File: src/rtl/mtrk_pkg.sv
package mtrk_pkg;

  // outcome of one allocation attempt
  typedef enum logic [1:0] {
    ALLOC_IDLE  = 2'd0,
    ALLOC_GRANT = 2'd1,
    ALLOC_BUSY  = 2'd2,
    ALLOC_BADA  = 2'd3
  } alloc_res_e;

  // per-slot flag bundle
  typedef struct packed {
    logic live;
    logic pend;
    logic sqsh;
  } slot_flags_t;

endpackage

File: src/rtl/mtrk_rst_sync.sv
module mtrk_rst_sync (
  input  logic clk,
  input  logic rst_n,
  output logic rst_sn
);

  logic [1:0] sync_q;

  always_ff @(posedge clk or negedge rst_n) begin
    if (!rst_n) sync_q <= 2'b00;
    else        sync_q <= {sync_q[0], 1'b1};
  end

  assign rst_sn = sync_q[1];

endmodule

File: src/rtl/mtrk_slot.sv
module mtrk_slot #(
  parameter int TID_W  = 2,
  parameter int SEQ_W  = 16,
  parameter int ADDR_W = 32
) (
  input  logic              clk,
  input  logic              rst_n,
  input  logic              ld,
  input  logic [TID_W-1:0]  ld_tid,
  input  logic [SEQ_W-1:0]  ld_seq,
  input  logic [ADDR_W-1:0] ld_addr,
  input  logic              issue_hit,
  input  logic              rsp_hit,
  input  logic              free_hit,
  input  logic              sq_vld,
  input  logic [TID_W-1:0]  sq_tid,
  input  logic [SEQ_W-1:0]  sq_seq,
  output logic              live_o,
  output logic              pend_o,
  output logic              sqsh_o,
  output logic [ADDR_W-1:0] addr_o
);

  import mtrk_pkg::*;

  slot_flags_t       flg_q, flg_d;
  logic [TID_W-1:0]  tid_q;
  logic [SEQ_W-1:0]  seq_q;
  logic [ADDR_W-1:0] addr_q;
  logic              sq_hit;
  logic              pend_left;

  // squash applies to same thread, strictly younger (unsigned)
  assign sq_hit    = sq_vld && flg_q.live && (tid_q == sq_tid) && (seq_q > sq_seq);
  assign pend_left = flg_q.pend && !rsp_hit;

  always_comb begin
    flg_d = flg_q;
    if (ld) begin
      flg_d.live = 1'b1;
      flg_d.pend = 1'b0;
      flg_d.sqsh = 1'b0;
    end else if (flg_q.live) begin
      if ((rsp_hit && flg_q.sqsh) || free_hit) begin
        flg_d = '0;
      end else if (sq_hit) begin
        if (pend_left) begin
          flg_d.sqsh = 1'b1;
          flg_d.pend = 1'b1;
        end else begin
          flg_d = '0;
        end
      end else begin
        flg_d.pend = pend_left || (issue_hit && !flg_q.sqsh);
      end
    end
  end

  always_ff @(posedge clk or negedge rst_n) begin
    if (!rst_n) flg_q <= '0;
    else        flg_q <= flg_d;
  end

  // payload written only on load
  always_ff @(posedge clk or negedge rst_n) begin
    if (!rst_n) begin
      tid_q  <= '0;
      seq_q  <= '0;
      addr_q <= '0;
    end else if (ld) begin
      tid_q  <= ld_tid;
      seq_q  <= ld_seq;
      addr_q <= ld_addr;
    end
  end

  assign live_o = flg_q.live;
  assign pend_o = flg_q.pend;
  assign sqsh_o = flg_q.sqsh;
  assign addr_o = addr_q;

endmodule

File: src/rtl/mtrk_match.sv
module mtrk_match #(
  parameter int NUM_SLOTS = 4,
  parameter int ADDR_W    = 32
) (
  input  logic [NUM_SLOTS-1:0]        live,
  input  logic [NUM_SLOTS*ADDR_W-1:0] addr_flat,
  input  logic [ADDR_W-1:0]           req_addr,
  output logic                        any_hit
);

  logic [NUM_SLOTS-1:0] hit;

  for (genvar g = 0; g < NUM_SLOTS; g++) begin : g_cmp
    assign hit[g] = live[g] && (addr_flat[g*ADDR_W +: ADDR_W] == req_addr);
  end

  assign any_hit = |hit;

endmodule

File: src/rtl/mtrk_pick.sv
module mtrk_pick #(
  parameter int NUM_SLOTS = 4,
  parameter int IDX_W     = 2
) (
  input  logic [NUM_SLOTS-1:0] live,
  output logic                 any_free,
  output logic [IDX_W-1:0]     idx
);

  // lowest-index free slot
  always_comb begin
    any_free = 1'b0;
    idx      = '0;
    for (int i = NUM_SLOTS - 1; i >= 0; i--) begin
      if (!live[i]) begin
        any_free = 1'b1;
        idx      = IDX_W'(i);
      end
    end
  end

endmodule

File: src/rtl/mtrk_top.sv
module mtrk_top #(
  parameter int NUM_SLOTS = 4,
  parameter int TID_W     = 2,
  parameter int SEQ_W     = 16,
  parameter int ADDR_W    = 32,
  localparam int IDX_W    = (NUM_SLOTS > 1) ? $clog2(NUM_SLOTS) : 1
) (
  input  logic                 clk,
  input  logic                 rst_n,
  input  logic                 alloc_req,
  input  logic                 alloc_addr_vld,
  input  logic                 alloc_fetch,
  input  logic [TID_W-1:0]     alloc_tid,
  input  logic [SEQ_W-1:0]     alloc_seq,
  input  logic [ADDR_W-1:0]    alloc_addr,
  output logic                 alloc_grant,
  output logic                 alloc_deny,
  output logic                 alloc_err,
  output logic [IDX_W-1:0]     alloc_slot,
  input  logic                 issue_vld,
  input  logic [IDX_W-1:0]     issue_slot,
  input  logic                 rsp_vld,
  input  logic [IDX_W-1:0]     rsp_slot,
  input  logic                 free_vld,
  input  logic [IDX_W-1:0]     free_slot,
  input  logic                 sq_vld,
  input  logic [TID_W-1:0]     sq_tid,
  input  logic [SEQ_W-1:0]     sq_seq,
  output logic [NUM_SLOTS-1:0] live_mask,
  output logic [NUM_SLOTS-1:0] pend_mask,
  output logic [NUM_SLOTS-1:0] sqsh_mask
);

  import mtrk_pkg::*;

  logic                        rst_sn;
  logic [NUM_SLOTS*ADDR_W-1:0] addr_flat;
  logic                        addr_hit;
  logic                        any_free;
  logic [IDX_W-1:0]            pick_idx;
  alloc_res_e                  res;

  mtrk_rst_sync u_rst (
    .clk    (clk),
    .rst_n  (rst_n),
    .rst_sn (rst_sn)
  );

  mtrk_match #(.NUM_SLOTS(NUM_SLOTS), .ADDR_W(ADDR_W)) u_match (
    .live      (live_mask),
    .addr_flat (addr_flat),
    .req_addr  (alloc_addr),
    .any_hit   (addr_hit)
  );

  mtrk_pick #(.NUM_SLOTS(NUM_SLOTS), .IDX_W(IDX_W)) u_pick (
    .live     (live_mask),
    .any_free (any_free),
    .idx      (pick_idx)
  );

  // allocation decision, resolved in the request cycle
  always_comb begin
    res = ALLOC_IDLE;
    if (alloc_req) begin
      if (!alloc_addr_vld)                  res = ALLOC_BADA;
      else if (!any_free)                   res = ALLOC_BUSY;
      else if (!alloc_fetch && addr_hit)    res = ALLOC_BUSY;
      else                                  res = ALLOC_GRANT;
    end
  end

  assign alloc_grant = (res == ALLOC_GRANT);
  assign alloc_deny  = (res == ALLOC_BUSY) || (res == ALLOC_BADA);
  assign alloc_err   = (res == ALLOC_BADA);
  assign alloc_slot  = pick_idx;

  for (genvar g = 0; g < NUM_SLOTS; g++) begin : g_slot
    logic ld_g, iss_g, rsp_g, free_g;
    assign ld_g   = alloc_grant && (pick_idx   == IDX_W'(g));
    assign iss_g  = issue_vld   && (issue_slot == IDX_W'(g));
    assign rsp_g  = rsp_vld     && (rsp_slot   == IDX_W'(g));
    assign free_g = free_vld    && (free_slot  == IDX_W'(g));

    mtrk_slot #(.TID_W(TID_W), .SEQ_W(SEQ_W), .ADDR_W(ADDR_W)) u_slot (
      .clk       (clk),
      .rst_n     (rst_sn),
      .ld        (ld_g),
      .ld_tid    (alloc_tid),
      .ld_seq    (alloc_seq),
      .ld_addr   (alloc_addr),
      .issue_hit (iss_g),
      .rsp_hit   (rsp_g),
      .free_hit  (free_g),
      .sq_vld    (sq_vld),
      .sq_tid    (sq_tid),
      .sq_seq    (sq_seq),
      .live_o    (live_mask[g]),
      .pend_o    (pend_mask[g]),
      .sqsh_o    (sqsh_mask[g]),
      .addr_o    (addr_flat[g*ADDR_W +: ADDR_W])
    );
  end

endmodule

File: config.mk
export PLATFORM = sky130hd
export DESIGN_NAME = mtrk_top
export DESIGN_NICKNAME = d
export VERILOG_FILES = /design/src/rtl/mtrk_pkg.sv /design/src/rtl/mtrk_rst_sync.sv /design/src/rtl/mtrk_slot.sv /design/src/rtl/mtrk_match.sv /design/src/rtl/mtrk_pick.sv /design/src/rtl/mtrk_top.sv
export SDC_FILE = /design/constraint.sdc
export NUM_CORES = 1
export LEC_CHECK = 0
export ABC_AREA = 0
export BUFFER_PORTS_ARGS = -buffer_cell sky130_fd_sc_hd__buf_2
export CORE_AREA = 5 5 163 165
export CTS_CLUSTER_SIZE = 14
export DETAILED_ROUTE_END_ITERATION = 8
export DIE_AREA = 0 0 168 170
export HOLD_SLACK_MARGIN = 0.02
export SYNTH_ARGS = -nofsm -noshare
export SYNTH_HDL_FRONTEND = slang
export SYNTH_HIERARCHICAL = 1
export SYNTH_SLANG_ARGS = --single-unit
File: constraint.sdc
create_clock -name clk -period 9.9 [get_ports clk]
set_input_delay 0.99 -clock clk [delete_from_list [all_inputs] [get_ports clk]]
set_output_delay 0.99 -clock clk [all_outputs]
set_load 0.05 [all_outputs]
======== After elaboration in Yosys (flattened, before gate mapping) ========
Cells that the tools add are included.
operators by class
  divide/modulo/power cells ............... 0
  multiply operators ...................... 0
  muxes and demuxes ....................... 44
  shift operators ......................... 0
  bitwise operators ....................... 0
  equality and inequality tests ........... 23
  reductions and logical operators ........ 80
  $add $sub $neg .......................... 0
  $lt $le $gt $ge ......................... 4
operators by type and width
  kind                                            count
  == test 32 bit                                  4
  > comparator 16 bit                             4
  logical AND 1 bit                               45
  2-to-1 mux 3 bit                                12
  2-to-1 mux 2 bit                                12
  == test 2 bit (second input constant)           10
  2-to-1 mux 1 bit                                20
  nonzero test 3 bit                              4
  == test 2 x 1 -> 1 bit (second input constant)  5
  logical NOT 1 bit                               9
  logical OR 1 bit                                9
  == test 2 bit                                   4
  logical NOT 2 bit                               4
  AND reduction 2 bit                             4
  nonzero test 2 bit                              4
  OR reduction 4 bit                              1
word-level totals
  bits in writable memories ............... 0
  latch bits .............................. 0
  output and inout port bits .............. 17
  memories kept ........................... 0
  logic and storage cells ................. 176
  memory bits (read-only) ................. 0
  register bits after elaboration ......... 214

======== Depth between registers and ports, before layout ========
  word-level depth ........................ 12
  mapped depth ............................ 12
  gate-level depth less buffers ........... 10

======== By module ========
Netlist, hierarchy kept.
modules (own cells, without submodules)
  module                             cells an instance  area each (sq um)  instances
  mtrk_slot at g_slot[2].u_slot ...  184                2,496.1            2
  mtrk_slot at g_slot[1].u_slot      184                2,458.6            1
  mtrk_slot at g_slot[0].u_slot      183                2,432.3            1
  mtrk_match                         177                1,408.9            1
  mtrk_top                           27                 172.7              1
  mtrk_rst_sync                      3                  53.8               1
  mtrk_pick                          5                  28.8               1

======== Least setup slack after synthesis ========
No wires, ideal clock.
  path type ............................... input to output
  start point ............................. in alloc_addr[30]
  end point ............................... out alloc_grant
  path slack .............................. 5,782 ps
  arrival ................................. 3,128 ps
  cell stages on the path ................. 7
  path buffers ............................ 0
  cell sequence ........................... xor2_1 -> nor4_1 -> nand4_1 -> nor3_1 -> or4_1 -> nor2b_4 -> nor3b_1
between the ends
  cells in the longest elaborated chain, start to end .. 9
  elaborated cells between the ends (all ways) .. 15
  classes of those cells .................. eq/ne: 5; mux: 4; reduce/logical: 6
ends and longest elaborated chain
  element                   RTL line          RTL
  start: declaration        mtrk_top.sv:15    input logic [ADDR_W-1:0] alloc_addr,
  == test 32 bit            mtrk_match.sv:14  assign hit[g] = live[g] && (addr_flat[g*ADDR_W +: ADDR_W] == req_addr);
  logical AND 1 bit         mtrk_match.sv:14
  OR reduction 4 bit *      mtrk_match.sv:17  assign any_hit = |hit;
  via addr_hit              mtrk_top.sv:38    logic addr_hit;
  logical AND 1 bit *       mtrk_top.sv:68    else if (!alloc_fetch && addr_hit) res = ALLOC_BUSY;
  2-to-1 mux 2 bit *        mtrk_top.sv:68
  2-to-1 mux 2 bit *        mtrk_top.sv:67    else if (!any_free) res = ALLOC_BUSY;
  2-to-1 mux 2 bit *        mtrk_top.sv:66    if (!alloc_addr_vld) res = ALLOC_BADA;
  2-to-1 mux 2 bit *        mtrk_top.sv:65    if (alloc_req) begin
  == test 2 x 1 -> 1 bit *  mtrk_top.sv:73    assign alloc_grant = (res == ALLOC_GRANT);
  end: declaration          mtrk_top.sv:16    output logic alloc_grant,
Mark *: on every way through the listed nets, which the timed path passes. The rest lies on a longest branch.

======== Worst setup path in the final report ========
  start point ............................. in alloc_addr[12]
  end point ............................... out alloc_deny
between the ends
  cells in the longest elaborated chain, start to end .. 10
  elaborated cells between the ends (all ways) .. 17
  classes of those cells .................. eq/ne: 6; mux: 4; reduce/logical: 7
ends and longest elaborated chain
  element               RTL line          RTL
  == test 32 bit        mtrk_match.sv:14
  logical AND 1 bit     mtrk_match.sv:14
  OR reduction 4 bit *  mtrk_match.sv:17
  via addr_hit          mtrk_top.sv:38
  logical AND 1 bit *   mtrk_top.sv:68
  2-to-1 mux 2 bit *    mtrk_top.sv:68
  2-to-1 mux 2 bit *    mtrk_top.sv:67
  2-to-1 mux 2 bit *    mtrk_top.sv:66
  2-to-1 mux 2 bit *    mtrk_top.sv:65
  == test 2 bit         mtrk_top.sv:74    assign alloc_deny = (res == ALLOC_BUSY) || (res == ALLOC_BADA);
  logical OR 1 bit *    mtrk_top.sv:74
  end: declaration      mtrk_top.sv:17    output logic alloc_deny,
Marks and branches as above.

==> impl_metrics.py <==
metrics = {
    "cells_and_area": {
        "final_net_count": 1205,
        "drive_above_1_share_pct": 35.0,
        "area_delta_synth_final_pct": 15.1,
    },
    "clock_network": {
        "clock_path_buffers": 3,
        "clock_latency_ps": 540,
        "path_clk_slew_ps": 60,
        "ctsResizeCount": 0,
        "ctsHoldBuffers": 0,
        "htreeDepth": 1,
        "cts_buffers": 25,
        "cts_tree": "built",
        "cts.sinks": 214,
        "cts_root_buffer": "clkbuf_16",
        "cts_setup_buffers": 0,
    },
    "power": {
        "power.density_nw_per_um2": 288,
        "max-vdd-ir-drop_mv": 0.146,
        "power_leakage_nw": 6.18,
        "total_power_mw": 3.83,
    },
    "placed_design": {
        "io_buffers": 99,
        "gp_congestion": 0.819,
        "dp_hpwl_um": 19300,
    },
    "logic_synthesis": {
        "synth_seq_cells": 214,
        "synth_top_family_by_area": "multiplexers",
        "synth_xor_area_share_pct": 10.3,
        "netlist_area_um2": 11500,
        "ys_types": 60,
        "synthFlopType": "dfrtp_1",
        "synth_compound_area_share_pct": 5.83,
        "syn_inst": 947,
        "yosysWarningCount": 6,
        "synth_seq_area_share_pct": 46.4,
        "synth_area_per_cell_um2": 12.2,
        "yosys-mux-area-fraction_pct": 19.2,
        "synth-edff-count": 0,
        "ys_async_sr_fraction_pct": 100,
        "syn-num-nets": 1094,
        "synth-simple-area-share_pct": 8.13,
        "synthAdderAreaFrac_pct": 6.93,
    },
    "floorplanning": {
        "core_area_um2": 24900,
        "rows": 58,
        "ios": 100,
        "dieArea_um2": 28600,
        "floorplan.initialDensity_pct": 46.4,
        "die_w_um": 168,
        "die_h_um": 170,
    },
    "routing": {
        "route.detailed.drc": 0,
        "vias_per_cell": 5.32,
        "routed_wl_um": 27100,
        "first_pass_iters": 4,
        "first_iter_violations": 433,
        "vias": 7493,
        "wire_per_inst_um": 19.2,
        "drtAntennaViolNets": 0,
    },
    "sta": {
        "tightestPinTransition_ps": 891,
        "final_hold_viol_count": 0,
        "maxSlewHeadroom_pct": 40.6,
        "final_max_slew_viol_count": 0,
        "setup-tns-final_ps": 0,
        "min_period_ps": 4120,
        "period_share_pct": 41.6,
        "hold_ws_ps": 228,
        "finalSetupViolCount": 0,
        "max_freq_ghz": 0.243,
        "skew_ps": 13.9,
        "rsz0062_at_grt": "false",
    },
    "setup_path": {
        "end_kind": "output port",
        "critPathLaunchType": "primary input",
        "required_ps": 8910,
        "critical_path_class": "primary input to output port",
        "arrival_ps": 3130,
        "worst-path-max-fanout": 8,
    },
    "grt": {
        "grt_max_degree": 71,
        "antenna_found_initial": 2,
        "grt_pass1_wl_um": 43500,
        "grt_usage_pct": 19.1,
        "grt_overflow_total": 0,
        "grt_pass1_vias": 7701,
    },
    "min_path": {
        "hold_class": "primary input to asynchronous set/reset pin",
    },
    "job": {
        "drv_cap": 0,
    },
    "outcome": {
        "status": "complete, no violations",
    },
}
## synth_stat cells, types with 3 or more instances
master / instances / area, um^2
a21o_1: 9 / 67.6
a21oi_1: 28 / 140
and3_1: 3 / 18.8
and3b_1: 3 / 26.3
and4_1: 3 / 26.3
buf_1: 4 / 15.0
buf_2: 18 / 90.1
dfrtp_1: 214 / 5360
ha_1: 64 / 801
inv_1: 68 / 255
mux2_2: 196 / 2210
nand2_1: 22 / 82.6
nand2b_1: 8 / 50.1
nand3_1: 12 / 60.1
nand4_1: 19 / 119
nor2_1: 12 / 45.0
nor2b_1: 8 / 50.1
nor3_1: 8 / 40.0
nor3_2: 3 / 30.0
nor3b_1: 8 / 60.1
nor4_1: 33 / 206
o21a_1: 5 / 37.5
o21ai_0: 12 / 60.1
o311ai_1: 3 / 26.3
o31a_4: 3 / 52.6
or4b_1: 3 / 30.0
xnor2_1: 12 / 105
xor2_1: 124 / 1090
## layer usage
layer  global-route usage, %  wire length [um]
met5                       0                13
met3                    3.44              1410
met4                    4.69               657
met2                    31.0             12600
met1                    26.7             12400
## final timing paths
path	start	slack (ps)	end	cells past startpoint
min	rst_n	230	u_rst/sync_q[1]$_DFF_PN0_	1
min reg2reg	u_rst/sync_q[1]$_DFF_PN0_	270	g_slot[0].u_slot/addr_o[9]$_DFFE_PN0P_	0
max in group asynchronous	u_rst/sync_q[1]$_DFF_PN0_	8390	g_slot[3].u_slot/addr_o[27]$_DFFE_PN0P_	1
max	alloc_addr[12]	5780	alloc_deny	9
max reg2reg	g_slot[3].u_slot/addr_o[31]$_DFFE_PN0P_	6560	g_slot[0].u_slot/pend_o$_DFFE_PN0P_	10
min in group clk	u_rst/sync_q[0]$_DFF_PN0_	350	u_rst/sync_q[1]$_DFF_PN0_	0
## flip-flops by register name, summed over array words and instances (netlist names)
name                  count
g_slot.u_slot/addr_o    128
g_slot.u_slot/seq_q      64
g_slot.u_slot/tid_q       8
g_slot.u_slot/live_o      4
g_slot.u_slot/pend_o      4
g_slot.u_slot/sqsh_o      4
u_rst/sync_q              2
## cell usage in the layout, fill, tap and decap left out, drive strengths merged, types with 2 or more instances in the layout
cell type	instances
nor2	12
a21oi	28
clkinvlp	2
o31a	4
ha	64
o311ai	4
nand3	12
nand4	20
and4	3
a21o	9
clkbuf	37
xor2	124
nor3b	8
nand2b	8
xnor2	12
a21boi	5
dfrtp	214
nand2	23
inv	69
nor4	33
o22ai	2
a41oi	3
mux2	196
buf	108
nor3	11
o211ai	3
o2bb2ai	2
or3	2
and3b	3
o221ai	3
or4b	4
and3	3
clkinv	5
o21ai	16
nor2b	9
o21a	5
## metrics by stage
| step | utilization [%] | setup WS (ps) | area, um^2 | cells |
|---|---|---|---|---|
| floorplan | - | 3490 | 11500 | 947 |
| finish | 53.4 | 5780 | 13300 | 1408 |
| global placement | 50.0 | 5730 | 12400 | 1361 |
| CTS | 53.4 | 5760 | 13300 | 1407 |
| global route | 53.4 | 5640 | 13300 | 1408 |
| detailed placement | 50.0 | 5710 | 12400 | 1361 |
## report_power, final
part | internal (mW) | switching (mW) | total (mW)
logic | 0.670 | 0.652 | 1.32
registers | 1.29 | 0.281 | 1.57
clock network | 0.560 | 0.374 | 0.934
total | 2.52 | 1.31 | 3.83
## area by class of cell
type	instances	area (um^2)
Inverter	68	255
Multi-Input combinational cell	641	5850
Timing Repair Buffer	108	563
Antenna cell	1	2.50
Tap cell	330	413
Clock buffer	37	761
Clock inverter	9	90.1
Fill cell	2201	11600
Sequential cell	214	5360
## kinds of logic after synthesis
logic type,after synthesis
buf+inv,92
mux,197
xor+xnor,136
simple gates,156
flops,214
fa+ha+maj,64
other cells,1
compound gates,87
## critical path, cell delays in order
cell and delay, ps:
buf_2 170, xor2_1 200, nor4_1 580, nand3_1 150
nor3_1 180, or4_1 140, nor2b_4 270, o21a_1 180
buf_2 270
(Power assumes the default switching activity.)
